## src/rtl/bpc_pkg.sv

```systemverilog
package bpc_pkg;
    typedef enum logic [1:0] {
        MS_RUN   = 2'd0,
        MS_FLUSH = 2'd1,
        MS_SLEEP = 2'd2,
        MS_WAKE  = 2'd3
    } mod_st_t;

    localparam logic [2:0] CODE_MAX   = 3'd0;
    localparam logic [2:0] CODE_BOOST = 3'd1;
    localparam logic [2:0] CODE_BASE  = 3'd2;
    localparam logic [2:0] CODE_LOW1  = 3'd3;
    localparam logic [2:0] CODE_DEEP  = 3'd6;
endpackage

```

## src/rtl/bpc_eval_timer.sv

```systemverilog
module bpc_eval_timer #(
    parameter int EVAL_PERIOD = 8
) (
    input  logic clk,
    input  logic rst_n,
    output logic tick
);
    localparam int CW = (EVAL_PERIOD > 1) ? $clog2(EVAL_PERIOD) : 1;
    logic [CW-1:0] cnt_q;

    assign tick = (cnt_q == CW'(EVAL_PERIOD - 1));

    always_ff @(posedge clk) begin
        if (!rst_n)    cnt_q <= '0;
        else if (tick) cnt_q <= '0;
        else           cnt_q <= cnt_q + 1'b1;
    end
endmodule

```

## src/rtl/bpc_mod_fsm.sv

```systemverilog
module bpc_mod_fsm
    import bpc_pkg::*;
#(
    parameter int SETTLE_EVALS = 2
) (
    input  logic       clk,
    input  logic       rst_n,
    input  logic       tick,
    input  logic [1:0] busy,
    input  logic       flush_ack,
    output logic       flush_req,
    output logic       gate_en,
    output logic       run_next,
    output logic       asleep_next
);
    localparam int SW = $clog2(SETTLE_EVALS + 1);

    mod_st_t st_q, st_d;
    logic [SW-1:0] settle_q;
    logic any_busy;

    assign any_busy = |busy;

    always_comb begin
        st_d = st_q;
        if (tick) begin
            unique case (st_q)
                MS_RUN:   if (!any_busy) st_d = MS_FLUSH;
                MS_FLUSH: if (any_busy) st_d = MS_RUN;
                          else if (flush_ack) st_d = MS_SLEEP;
                MS_SLEEP: if (any_busy) st_d = MS_WAKE;
                MS_WAKE:  if (settle_q == SW'(SETTLE_EVALS - 1)) st_d = MS_RUN;
                default:  st_d = MS_RUN;
            endcase
        end
    end

    always_ff @(posedge clk) begin
        if (!rst_n) begin
            st_q     <= MS_RUN;
            settle_q <= '0;
        end else begin
            st_q <= st_d;
            if (st_q != MS_WAKE) settle_q <= '0;
            else if (tick)       settle_q <= settle_q + 1'b1;
        end
    end

    always_comb begin
        flush_req   = (st_q == MS_FLUSH);
        gate_en     = (st_q == MS_SLEEP);
        run_next    = (st_d == MS_RUN);
        asleep_next = (st_d == MS_SLEEP);
    end


    gate_after_ack_chk: assert property (@(posedge clk) disable iff (!rst_n)
        $rose(gate_en) |-> $past(flush_ack && !any_busy && tick));

    abort_powered_chk: assert property (@(posedge clk) disable iff (!rst_n)
        (st_q == MS_FLUSH && tick && any_busy) |=> (!gate_en && !flush_req));
endmodule

```

## src/rtl/bpc_core_pick.sv

```systemverilog
module bpc_core_pick #(
    parameter logic [2:0] FLOOR_CODE = 3'd5
) (
    input  logic [2:0] level,
    input  logic       mod_run,
    input  logic       busy,
    input  logic [2:0] cur,
    output logic [2:0] nxt
);
    always_comb begin
        if (!mod_run)                       nxt = 3'd6;
        else if (busy)                      nxt = level;
        else if (cur < 3'd3 || cur == 3'd6) nxt = 3'd3;
        else if (cur < FLOOR_CODE)          nxt = cur + 3'd1;
        else                                nxt = FLOOR_CODE;
    end
endmodule

```

## src/rtl/boost_pstate_ctrl.sv

```systemverilog
module boost_pstate_ctrl
    import bpc_pkg::*;
#(
    parameter int         NUM_MOD      = 4,
    parameter int         PWR_W        = 8,
    parameter int         EVAL_PERIOD  = 8,
    parameter int         SETTLE_EVALS = 2,
    parameter logic [2:0] FLOOR_CODE   = 3'd5
) (
    input  logic                               clk,
    input  logic                               rst_n,
    input  logic                               boost_en,
    input  logic [PWR_W+$clog2(NUM_MOD)-1:0]   power_limit,
    input  logic [NUM_MOD*PWR_W-1:0]           mod_power,
    input  logic [2*NUM_MOD-1:0]               core_busy,
    input  logic [NUM_MOD-1:0]                 flush_ack,
    output logic [6*NUM_MOD-1:0]               core_state,
    output logic [NUM_MOD-1:0]                 flush_req,
    output logic [NUM_MOD-1:0]                 gate_en
);
    localparam int SUM_W = PWR_W + $clog2(NUM_MOD);
    localparam int NCORE = 2 * NUM_MOD;
    localparam int MC_W  = $clog2(NUM_MOD + 1);

    logic tick;
    logic [NUM_MOD-1:0] run_nx, sleep_nx;
    logic [SUM_W-1:0] pwr_sum;
    logic [MC_W-1:0] sleep_cnt;
    logic [2:0] level;
    logic [2:0] code_q [NCORE];
    logic [2:0] code_d [NCORE];

    bpc_eval_timer #(.EVAL_PERIOD(EVAL_PERIOD)) u_timer (
        .clk(clk), .rst_n(rst_n), .tick(tick));

    for (genvar m = 0; m < NUM_MOD; m++) begin : g_mod
        bpc_mod_fsm #(.SETTLE_EVALS(SETTLE_EVALS)) u_fsm (
            .clk(clk), .rst_n(rst_n), .tick(tick),
            .busy(core_busy[2*m +: 2]), .flush_ack(flush_ack[m]),
            .flush_req(flush_req[m]), .gate_en(gate_en[m]),
            .run_next(run_nx[m]), .asleep_next(sleep_nx[m]));
    end

    always_comb begin
        pwr_sum   = '0;
        sleep_cnt = '0;
        for (int m = 0; m < NUM_MOD; m++) begin
            pwr_sum   = pwr_sum + {{(SUM_W-PWR_W){1'b0}}, mod_power[m*PWR_W +: PWR_W]};
            sleep_cnt = sleep_cnt + MC_W'(sleep_nx[m]);
        end
    end

    always_comb begin
        if (!boost_en || pwr_sum >= power_limit) level = CODE_BASE;
        else if (2 * int'(sleep_cnt) >= NUM_MOD) level = CODE_MAX;
        else                                     level = CODE_BOOST;
    end

    for (genvar c = 0; c < NCORE; c++) begin : g_core
        bpc_core_pick #(.FLOOR_CODE(FLOOR_CODE)) u_pick (
            .level(level), .mod_run(run_nx[c/2]), .busy(core_busy[c]),
            .cur(code_q[c]), .nxt(code_d[c]));

        always_ff @(posedge clk) begin
            if (!rst_n)    code_q[c] <= CODE_BASE;
            else if (tick) code_q[c] <= code_d[c];
        end

        assign core_state[3*c +: 3] = code_q[c];


        gated_deep_chk: assert property (@(posedge clk) disable iff (!rst_n)
            gate_en[c/2] |-> (core_state[3*c +: 3] == CODE_DEEP));

        no_boost_floor_chk: assert property (@(posedge clk) disable iff (!rst_n)
            (tick && !boost_en) |=> (core_state[3*c +: 3] >= CODE_BASE));

        max_half_chk: assert property (@(posedge clk) disable iff (!rst_n)
            (core_state[3*c +: 3] == CODE_MAX) |-> (2 * $countones(gate_en) >= NUM_MOD));

        code_range_chk: assert property (@(posedge clk) disable iff (!rst_n)
            core_state[3*c +: 3] <= CODE_DEEP);

        eval_only_chk: assert property (@(posedge clk) disable iff (!rst_n)
            !$past(tick) |-> $stable(core_state[3*c +: 3]));
    end
endmodule

```

## config.mk

```make
export PLATFORM = sky130hd
export DESIGN_NAME = boost_pstate_ctrl
export DESIGN_NICKNAME = d
export VERILOG_FILES = /design/src/rtl/bpc_pkg.sv /design/src/rtl/bpc_eval_timer.sv /design/src/rtl/bpc_mod_fsm.sv /design/src/rtl/bpc_core_pick.sv /design/src/rtl/boost_pstate_ctrl.sv
export SDC_FILE = /design/constraint.sdc
export NUM_CORES = 1
export LEC_CHECK = 0
export BUFFER_PORTS_ARGS = -buffer_cell sky130_fd_sc_hd__buf_2
export CAP_MARGIN = 20
export CORE_MARGIN = 2
export CORE_UTILIZATION = 25
export CTS_BUF_LIST = sky130_fd_sc_hd__clkbuf_8
export CTS_CLUSTER_DIAMETER = 200
export CTS_CLUSTER_SIZE = 10
export DETAILED_ROUTE_END_ITERATION = 10
export PLACE_DENSITY_LB_ADDON = 0.12
export SLEW_MARGIN = 20
export SYNTH_ARGS = -nofsm -noshare
export SYNTH_HDL_FRONTEND = slang
export SYNTH_SLANG_ARGS = --single-unit
export TNS_END_PERCENT = 30
```

## constraint.sdc

```tcl
create_clock -name clk -period 5.4 [get_ports clk]
set_clock_uncertainty 0.05 [all_clocks]
set_input_delay 1.08 -clock clk [delete_from_list [all_inputs] [get_ports clk]]
set_output_delay 1.08 -clock clk [all_outputs]
set_load 0.05 [all_outputs]
```

==> results.md <==
* CP endpoint kind: register
* Final ANT Viol Nets at 0
* Bufs and invs on worst path at 5
* Final setup fails at 0
* Primary FF master, synth: edfxtp_1
* CTS clock-pin slew for the worst setup and hold paths at about 0.090 ns
* Vias in the first global route at between 2000 and 3000
* DRC viols at 0
* Synth area leader: edfxtp_1
* CP required at 5.47 ns
* Final WL at between 7000 and 8000 µm
* # fillers at 1442
* Max Fclk at 0.201 GHz
* Reg2Reg Launch Point: u_timer.cnt_q[0]
* Hold depth at 1
* Status: completed
* Worst reg2reg path endpoint: code_q[0][3]
* Bufs on Longest Clock Path at 2
* Routed vias/inst at 4.41
* Minimum clock period at 4.98 ns
* Most frequent cells after synthesis: inv_1, nor2_1, ha_1, edfxtp_1, a21oi_1
* Root Buffer: clkbuf_8
* WL met1 at 3560 µm
* Total length of routed met2 wires at 3760 µm
* Slew @ Worst Pin at 0.844 ns
* Post-synthesis cell count at 380
* Max FO, Critical Path at 9
* Largest net degree at the start of global routing at 28
* Final cycle utilization of the critical path at 0.923
* DIE AREA at 14400 µm²
* Chip width at 120 µm
* Worst slew margin at 0.438
* Slowest CP cell: fa_1
* Count of cell types in the netlist at 44
* Via Count at 2813
* Pre-antenna DRT Iters at 4
* PD cells at 237 nW/µm²
* Maximum vdd drop at ~0.000063 V
* Yosys Warn Count at 0
* Crit Path Class: input pin to register
* Seq/Total Area, Yosys at 0.327
* Layout area overhead at 20.2%
* Initial Util at 0.256
* IO Pins at 89
* Leakage at 1.84 nW
* Post-route setup TNS at 0 ns
* TritonCTS Buffers at 5
* Largest delay share family, worst path: adder cells
* Layout cells sized above 1 at 0.241
* DRT iter0 DRCs at 152
* Hold path start: u_timer.cnt_q[0]
* Avg Cell Area, Syn at 8.87 µm²
* Core area at approximately 13000 µm²
* Final-stage net count at about 560
* R2R cell count at 9
* Die H at 120 µm
* RSZ-0062 raised after global routing: false
* H-tree levels at 2
* Grt ovf at 0
* HPWL after DPL at ~6400 µm
* #FFs+latches synth at 43
* Wirelength per Cell at ~12 µm
* Final hold violations at 0
* Max Used Layer: met5
* Initial antenna violation count at 2
* Max-Cap Viols at 0
* GP Congestion at 0.741
* Fraction of registers with async set/reset at 0
* Met3 routed WL at 461 µm
* Slew Limit Fails at 0
* Top-count cell post-synth: inv_1
* I/O Buffers at 88
* # rows at 42
* Clock sinks at 43
* Mapped Area at 3370 µm²
* Hold Crit Class: register to register
* Worst skew pair latency at 0.29 ns
* Post-synth EDFFs at 24
* First-pass GRT wire length at between 10000 and 15000 µm
* CP arrival at 5.05 ns
* Hold EP: u_timer.cnt_q[0]
* Stages on worst setup path at 20
* Place WS at 0.00351 ns
* Max stage delay on crit path at 0.55 ns
* Ranking of synthesized cells by area: edfxtp_1, dfxtp_1, fa_1
* R2R Setup Slk at 2.10 ns
* GRT Total Usage at 0.112
* Cell chain of the critical path: buf_2 > inv_1 > fa_1 > fa_1 > inv_1 > ha_1 > inv_1 > fa_1 > nor2b_1 > o21ai_0 > a21boi_1 > o21ai_0 > a21boi_0 > ha_1 > a211oi_2 > nor2_1 > nor4b_4 > buf_12 > nand4_4 > a211oi_1
* Top-area cell type share of the netlist area at 0.214
* CTS tree: yes
* Setup WS post-layout at 0.416 ns
* Syn nets at 479
* Hold Buf Count CTS at 0
* Setup crit start kind: input pin
==> worst register-to-register path, cell delays in order (launching register included) <==
cell,delay [ns]
dfxtp_1,0.34
ha_1,0.15
ha_1,0.70
a41o_1,0.26
o21ai_0,0.11
or2_2,0.33
fa_1,0.53
a221o_1,0.16
nand4_4,0.20
a211oi_1,0.29
==> routing by layer <==
metal | vias up | track usage
met4 | 2 | 0.0272
met1 | 1303 | 0.138
li1 | 1436 | -
met2 | 64 | 0.194
met3 | 8 | 0.0271
met5 | - | 0
==> report_power, final <==
part	switching (mW)	total [mW]	internal, mW
clock network	0.120	0.209	0.0893
logic	0.218	0.395	0.177
registers	0.00446	0.356	0.351
==> final cells by class <==
class                           instances  area [µm²]  share of cell area
Multi-Input combinational cell        244        1880               0.464
Sequential cell                        43        1100               0.272
Timing Repair Buffer                   93         490               0.121
Inverter                               73         274              0.0676
Tap cell                              176         220              0.0543
Clock buffer                            5        68.8              0.0170
Clock inverter                          3        15.0             0.00370
Antenna cell                            1        2.50            0.000617
==> kinds of logic after synthesis <==
family | Yosys count | share of synthesized area
compound gates | 78 | 0.156
xor+xnor | 8 | 0.0208
fa+ha+maj | 42 | 0.194
buf+inv | 93 | 0.116
flops | 43 | 0.327
mux | 5 | 0.0156
simple gates | 111 | 0.172
==> repair_timing <==
item | CTS | global route
resized for setup | 0 | 1
endpoints found under the setup margin | 0 | 6
buffers inserted | 0 | 0
==> how the worst max path moves through the flow <==
stage / start / to / slack [ns]
finish: mod_power[1] / code_q[0][3] / 0.42
detailed placement: mod_power[1] / code_q[0][3] / 0.004
CTS: mod_power[1] / code_q[0][3] / 0.30
floorplan: mod_power[1] / code_q[1][10] / 0.27
global placement: mod_power[1] / code_q[0][9] / 0.06
global route: mod_power[1] / code_q[0][6] / 0.04
==> registers in the layout (all words and copies together) (netlist names) <==
| name | cells |
|---|---|
| g_mod.u_fsm.settle_q | 8 |
| u_timer.cnt_q | 3 |
| code_q | 24 |
| g_mod.u_fsm.st_q | 8 |
==> cell usage in the layout, fill, tap and decap left out, types with 3 or more instances in the layout <==
cell type,instances
a311o_1,4
or2_2,5
nand3_1,15
ha_1,25
xnor2_1,8
fa_1,17
a21oi_1,23
nor4bb_1,3
buf_4,4
edfxtp_1,24
nand2_1,16
inv_1,74
a211oi_1,15
nand2b_1,7
mux2i_1,3
a21o_1,5
buf_2,88
a211o_1,3
nor2b_1,9
and2_1,3
nor2_1,38
nand4_1,3
o21ai_0,12
nor3_1,6
o31ai_1,3
dfxtp_1,19
clkbuf_8,5
==> metrics by stage <==
step | cells | hold slack (ns) | util | total power [mW] | instance area (µm²)
after floorplan | 380 | 0.349 | - | 0.651 | 3370
after global placement | 629 | 0.358 | 0.301 | 0.763 | 3970
after detailed placement | 629 | 0.367 | 0.301 | 0.764 | 3970
after CTS | 637 | 0.380 | 0.307 | 0.979 | 4050
after global routing | 637 | 0.413 | 0.307 | 1.04 | 4050
final | 638 | 0.375 | 0.307 | 0.960 | 4050
No activity file was read; power rests on OpenSTA's default activity.
